$ cat src/rtl/async_rx_pkg.sv
package async_rx_pkg;
  typedef enum logic [2:0] {
    ST_IDLE, ST_START, ST_DATA, ST_PAR, ST_STOP, ST_HOLD, ST_WAIT
  } rx_state_e;

  localparam int unsigned OVS = 16;

  function automatic logic [3:0] data_bits(input logic [1:0] code);
    return 4'd5 + {2'b00, code};
  endfunction

  function automatic logic [4:0] hold_ticks(input logic [1:0] code);
    case (code)
      2'd0:    return 5'd0;
      2'd1:    return 5'd8;
      default: return 5'd16;
    endcase
  endfunction
endpackage

$ cat src/rtl/async_rx_sync.sv
module async_rx_sync #(
  parameter int unsigned STAGES = 2
) (
  input  logic clk_i,
  input  logic rst_ni,
  input  logic d_i,
  output logic q_o
);
  logic [STAGES-1:0] sr_q;

  generate
    for (genvar i = 0; i < STAGES; i++) begin : g_stage
      always_ff @(posedge clk_i or negedge rst_ni) begin
        if (!rst_ni) sr_q[i] <= 1'b1;
        else         sr_q[i] <= (i == 0) ? d_i : sr_q[(i == 0) ? 0 : i-1];
      end
    end
  endgenerate

  assign q_o = sr_q[STAGES-1];
endmodule

$ cat src/rtl/async_rx_tick.sv
module async_rx_tick #(
  parameter int unsigned DIV_W = 16
) (
  input  logic             clk_i,
  input  logic             rst_ni,
  input  logic             en_i,
  input  logic [DIV_W-1:0] div_i,
  output logic             tick_o
);
  logic [DIV_W-1:0] pre_q;

  assign tick_o = en_i && (pre_q == div_i - 1'b1);

  always_ff @(posedge clk_i or negedge rst_ni) begin
    if (!rst_ni)      pre_q <= '0;
    else if (!en_i)   pre_q <= '0;
    else if (tick_o)  pre_q <= '0;
    else              pre_q <= pre_q + 1'b1;
  end


  tick_gap_chk: assert property (@(posedge clk_i) disable iff (!rst_ni)
    (tick_o && div_i > 1) |=> !tick_o);
endmodule

$ cat src/rtl/async_rx_core.sv
module async_rx_core
  import async_rx_pkg::*;
(
  input  logic       clk_i,
  input  logic       rst_ni,
  input  logic       line_i,
  input  logic       tick_i,
  input  logic [1:0] data_len_i,
  input  logic       par_en_i,
  input  logic       par_odd_i,
  input  logic [1:0] stop_len_i,
  output logic       busy_o,
  output logic [7:0] data_o,
  output logic       valid_o,
  output logic       par_err_o,
  output logic       frame_err_o
);
  localparam int unsigned CW = $clog2(OVS);

  rx_state_e   state_q;
  logic [CW-1:0] tcnt_q;
  logic [2:0]  idx_q;
  logic [7:0]  acc_q;
  logic        pbit_q;
  logic [3:0]  nbits;
  logic [4:0]  hold;
  logic        mid;

  assign nbits  = data_bits(data_len_i);
  assign hold   = hold_ticks(stop_len_i);
  assign busy_o = (state_q != ST_IDLE) && (state_q != ST_WAIT);
  assign mid    = tick_i && (tcnt_q == CW'(OVS-1));

  always_ff @(posedge clk_i or negedge rst_ni) begin
    if (!rst_ni) begin
      state_q     <= ST_IDLE;
      tcnt_q      <= '0;
      idx_q       <= '0;
      acc_q       <= '0;
      pbit_q      <= 1'b0;
      data_o      <= '0;
      valid_o     <= 1'b0;
      par_err_o   <= 1'b0;
      frame_err_o <= 1'b0;
    end else begin
      valid_o <= 1'b0;
      if (tick_i) tcnt_q <= tcnt_q + 1'b1;
      case (state_q)
        ST_IDLE: begin
          tcnt_q <= '0;
          if (!line_i) state_q <= ST_START;
        end
        ST_START:
          if (tick_i && tcnt_q == CW'(OVS/2-1)) begin
            tcnt_q <= '0;
            idx_q  <= '0;
            acc_q  <= '0;
            state_q <= line_i ? ST_IDLE : ST_DATA;  // false start
          end
        ST_DATA:
          if (mid) begin
            acc_q[idx_q] <= line_i;
            idx_q <= idx_q + 1'b1;
            if ({1'b0, idx_q} == nbits - 4'd1)
              state_q <= par_en_i ? ST_PAR : ST_STOP;
          end
        ST_PAR:
          if (mid) begin
            pbit_q  <= line_i;
            state_q <= ST_STOP;
          end
        ST_STOP:
          if (mid) begin
            valid_o     <= 1'b1;
            data_o      <= acc_q;
            frame_err_o <= !line_i;
            par_err_o   <= par_en_i && ((^acc_q ^ pbit_q) != par_odd_i);
            if (!line_i)         state_q <= ST_WAIT;
            else if (hold == 0)  state_q <= ST_IDLE;
            else                 state_q <= ST_HOLD;
          end
        ST_HOLD:
          if (tick_i && {1'b0, tcnt_q} == hold - 5'd1) state_q <= ST_IDLE;
        ST_WAIT:
          if (line_i) state_q <= ST_IDLE;
        default: state_q <= ST_IDLE;
      endcase
    end
  end


  valid_single_chk: assert property (@(posedge clk_i) disable iff (!rst_ni)
    valid_o |=> !valid_o);

  upper_zero_chk: assert property (@(posedge clk_i) disable iff (!rst_ni)
    valid_o |-> ((16'(data_o) >> nbits) == 16'd0));

  par_off_chk: assert property (@(posedge clk_i) disable iff (!rst_ni)
    (valid_o && !par_en_i) |-> !par_err_o);

  ferr_wait_chk: assert property (@(posedge clk_i) disable iff (!rst_ni)
    (valid_o && frame_err_o) |-> state_q == ST_WAIT);

  wait_high_chk: assert property (@(posedge clk_i) disable iff (!rst_ni)
    (state_q == ST_WAIT && !line_i) |=> state_q == ST_WAIT);

  hold_ignore_chk: assert property (@(posedge clk_i) disable iff (!rst_ni)
    (state_q == ST_HOLD) |=> state_q != ST_START);
endmodule

$ cat src/rtl/async_rx.sv
module async_rx #(
  parameter int unsigned DIV_W     = 16,
  parameter int unsigned SYNC_STGS = 2
) (
  input  logic             clk_i,
  input  logic             rst_ni,
  input  logic             rx_i,
  input  logic [1:0]       data_len_i,
  input  logic             par_en_i,
  input  logic             par_odd_i,
  input  logic [1:0]       stop_len_i,
  input  logic [DIV_W-1:0] div_i,
  output logic [7:0]       data_o,
  output logic             valid_o,
  output logic             par_err_o,
  output logic             frame_err_o
);
  logic line, tick, busy;

  async_rx_sync #(.STAGES(SYNC_STGS)) u_sync (
    .clk_i, .rst_ni, .d_i(rx_i), .q_o(line)
  );

  async_rx_tick #(.DIV_W(DIV_W)) u_tick (
    .clk_i, .rst_ni, .en_i(busy), .div_i, .tick_o(tick)
  );

  async_rx_core u_core (
    .clk_i, .rst_ni, .line_i(line), .tick_i(tick),
    .data_len_i, .par_en_i, .par_odd_i, .stop_len_i,
    .busy_o(busy), .data_o, .valid_o, .par_err_o, .frame_err_o
  );
endmodule

$ cat config.mk
export PLATFORM = sky130hd
export DESIGN_NAME = async_rx
export DESIGN_NICKNAME = d
export VERILOG_FILES = /design/src/rtl/async_rx_pkg.sv /design/src/rtl/async_rx_sync.sv /design/src/rtl/async_rx_tick.sv /design/src/rtl/async_rx_core.sv /design/src/rtl/async_rx.sv
export SDC_FILE = /design/constraint.sdc
export NUM_CORES = 1
export LEC_CHECK = 0
export ABC_AREA = 1
export BUFFER_PORTS_ARGS = -buffer_cell sky130_fd_sc_hd__buf_4
export CAP_MARGIN = 20
export CORE_UTILIZATION = 30
export DETAILED_ROUTE_END_ITERATION = 8
export SYNTH_ARGS = -nofsm -noshare
export SYNTH_HDL_FRONTEND = slang
export SYNTH_SLANG_ARGS = --single-unit
$ cat constraint.sdc
create_clock -name clk_i -period 2.35 [get_ports clk_i]
set_input_delay 0.3525 -clock clk_i [delete_from_list [all_inputs] [get_ports clk_i]]
set_output_delay 0.3525 -clock clk_i [all_outputs]
set_load 0.03 [all_outputs]
==> flow_summary_export.csv <==
group,metric,value,unit
yosys,syn_avg_cell_area,6.872,µm²
grt,grt_pass1_vias,3133,
critical_path,cp_top_family,"simple AND/OR/NAND/NOR gates",
placed_design,io_buffers,35,
die,die_y,109.2,µm
timing,worstMarginPinSlew,594.7,ps
placed_design,dp_hpwl,6.289,mm
timing,fin_ws,204.0,ps
power,power_density,493.5,mW/mm²
yosys,synthTopCellsByArea,"dfrtp_1, nand2_1, nand3_1",
critical_path,worst_r2r_endpoint,"u_core.acc_q[7]",
clock_tree,clkSinkCount,48,
drt,drc,0,
critical_path,critPathBufInv,2,
timing,holdWs,77.89,ps
critical_path,worstReg2RegStart,"u_tick.pre_q[3]",
clock_tree,numCtsBuffers,5,
critical_path,path_depth,18,
yosys,seq_area_frac_synth,34.89,%
timing,finClkSkew,3.237,ps
timing,fmax,466.0,MHz
drt,vias_per_cell,4.697,
placed_design,postPlaceCellArea,0.004004,mm²
run_status,status,"completed",
timing,final-setup-viol-count,0,
grt,antenna_found_initial,0,
critical_path,critical_path_arrival,2330,ps
power,ir_worst_vdd,295.8,µV
clock_tree,cts_buffer_depth,2,
final_layout,stdcell_area,0.004295,mm²
grt,grt_max_degree,49,
clock_tree,cts_root_buf,"clkbuf_16",
yosys,synth_common_cells,"nand2_1, nor2_1, inv_1, dfrtp_1, nand3_1",
power,total_leakage_power,0.002224,µW
die,io_pins,36,
drt,drt_iter0_markers,205,
grt,top_usage_layer,"met2",
die,design.core.area,0.01103,mm²
yosys,synth_fp_nets,531,
yosys,synthCells,502,
drt,routedWlPerCell,11.39,µm
yosys,yosysUniqueCellTypes,36,
drt,dr.pass1.iters,4,
final_layout,syn_to_final_growth,24.52,%
die,dieWidth,109.2,µm
grt,grt_util_met1,18.51,%
critical_path,crit_chain,"buf_4 > nand2_1 > nand2_1 > nand2_1 > nand2_1 > nor2_1 > nand2_1 > nor2_2 > nand3_2 > nor2_8 > buf_4 > nand2_2 > nand2_4 > nand2_8 > nor2_8 > nand2_1 > nand2_1 > nand2_1",
critical_path,timing.reg2reg.setup_slack,200,ps
yosys,synth-async-reset-ratio,100.0,%
critical_path,rr_worst_depth,18,
die,start_util,31.27,%
yosys,yosysTopAreaCell,"dfrtp_1",
critical_path,crit_slowest_cell,"dfrtp_1",
grt,use_met2,24.80,%
critical_path,cp-endpoint,"u_core.acc_q[7]",
clock_tree,h-tree-depth,2,
clock_tree,cts_tree,"done",
final_layout,n_fill_cell,1152,
critical_path,worstSetupStartpointType,"register",
final_layout,nNetsFinal,592,
timing,hold_viol_final,0,
placed_design,pre_cts_ws,-109.6,ps
yosys,yosys_warnings,0,
timing,slew_violations,0,
timing,slew_headroom,60.35,%
critical_path,path_class,"reg -> reg",
hold_path,hp-class,"in -> async",
grt,overflow,0,
yosys,synth.cell_area,0.003450,mm²
critical_path,crit_top_cell,"nand2_1",
drt,drtAntennaViolNets,0,
critical_path,critPathMaxFanout,7,
yosys,synth-edff-count,0,
critical_path,required,2530,ps
grt,grt_pass1_wl,13.53,mm
die,rows,38,
drt,wirelength,8.017,mm
final_layout,diodes,0,
grt,grtUsageTotal,14.09,%
timing,period_minus_slack,2146,ps
final_layout,fin_util,38.94,%
critical_path,crit_start,"u_tick.pre_q[3]",
yosys,dominantRegCellSynth,"dfrtp_1",
flow_run,cap_violations,0,
final_layout,layout-drive-gt1-share,21.99,%
final_layout,seqCellArea,0.001206,mm²
critical_path,slowest_delay,410,ps
clock_tree,clk_pin_slew_worst_paths,60,ps
final_layout,multi_input_area,0.002046,mm²
grt,met3_usage,1.674,%
yosys,yosysTopAreaCellShare,33.37,%
timing,layout_worst_path_cycle_share,91.32,%
die,die_area,0.01193,mm²
drt,vias,3307,
critical_path,cp-end-kind,"register",
clock_tree,clk_latency,280,ps
yosys,synth_seq_cells,48,
yosys,synthMostInstantiatedCell,"nand2_1",
placed_design,place.gp.congestion,0.8807,
## flip-flops by register name, summed over array words and instances (netlist names)
signal / count
u_tick.pre_q: 16
u_core.acc_q: 8
u_core.data_o: 8
u_core.tcnt_q: 4
u_core.idx_q: 3
u_core.state_q: 3
u_core.frame_err_o: 1
u_core.par_err_o: 1
u_core.pbit_q: 1
u_core.valid_o: 1
u_sync.q_o: 1
u_sync.sr_q: 1
## area by class of cell
type | count | area share (%)
clock inverters | 2 | 0.9030
repair buffers | 61 | 10.66
flip-flops and latches | 48 | 28.08
multi-input cells | 385 | 47.63
clock buffers | 6 | 3.233
inverters | 62 | 5.418
well taps | 140 | 4.078
## kinds of logic (layout without fill, tap and decap cells)
family                     after synthesis  in the layout  share of synthesized area, %
AOI/OAI and AO/OA                       29             29                         4.606
xor gates and xnor gates                32             32                         8.125
adders and majority gates                4              4                         1.451
buffers and inverters                   70            131                         7.943
DFF                                     48             48                         34.89
muxes                                    1              1                        0.3264
and+or+nand+nor                        318            319                         42.66
## where the power goes
part | internal [µW] | switching (µW)
clock network | 533 | 306
registers | 860 | 45.1
logic | 174 | 202
total | 1570 | 553
## cell usage in the layout, fill, tap and decap left out, drive strengths merged
cell type,netlist,routed
a21o,1,1
a21oi,9,9
a41oi,1,1
and2,1,1
buf,4,61
bufinv,0,1
clkbuf,4,6
clkinv,1,2
dfrtp,46,46
dfstp,2,2
ha,4,4
inv,61,61
mux2,1,1
nand2,171,171
nand2b,1,1
nand3,44,44
nand3b,5,5
nand4,10,10
nor2,65,66
nor3,16,16
nor3b,2,2
nor4,2,2
o211ai,2,2
o21ai,15,15
o21bai,1,1
or2,1,1
xnor2,14,14
xor2,18,18
## worst min-delay path by stage
stage | startpoint | endpoint | slack, ps | cells past startpoint
floorplan | rst_ni | u_core.acc_q[0] | 60 | 0
global placement | u_sync.sr_q[0] | u_sync.q_o | 350 | 0
detailed placement | u_sync.sr_q[0] | u_sync.q_o | 350 | 0
CTS | rst_ni | u_core.data_o[5] | 110 | 1
global route | rst_ni | u_core.acc_q[5] | 130 | 1
finish | rst_ni | u_core.acc_q[5] | 80 | 1
## repair_timing
action | 4_1_cts | 5_1_grt
setup buffers | 0 | 5
endpoints found under the setup margin | 0 | 30
gates resized for setup | 0 | 21
hold buffers | 0 | 0
## stage by stage
| stage | std cells | TNS (ps) | total power (µW) |
|---|---|---|---|
| 2_1_floorplan | 502 | 0 | 1120 |
| 3_3_place_gp | 690 | -256.2 | 1242 |
| 3_5_place_dp | 690 | -1096 | 1249 |
| 4_1_cts | 698 | 0 | 2094 |
| 5_1_grt | 704 | -7.121 | 2216 |
| 6_report | 704 | 0 | 2120 |
## per-layer routing
metal | vias to the layer above | part of all wire (%)
li1 | 1696 | -
met1 | 1539 | 48
met2 | 63 | 47
met3 | 9 | 3.8
met4 | 0 | 0.89
met5 | - | 0
Power figures use the tool's default switching activity.
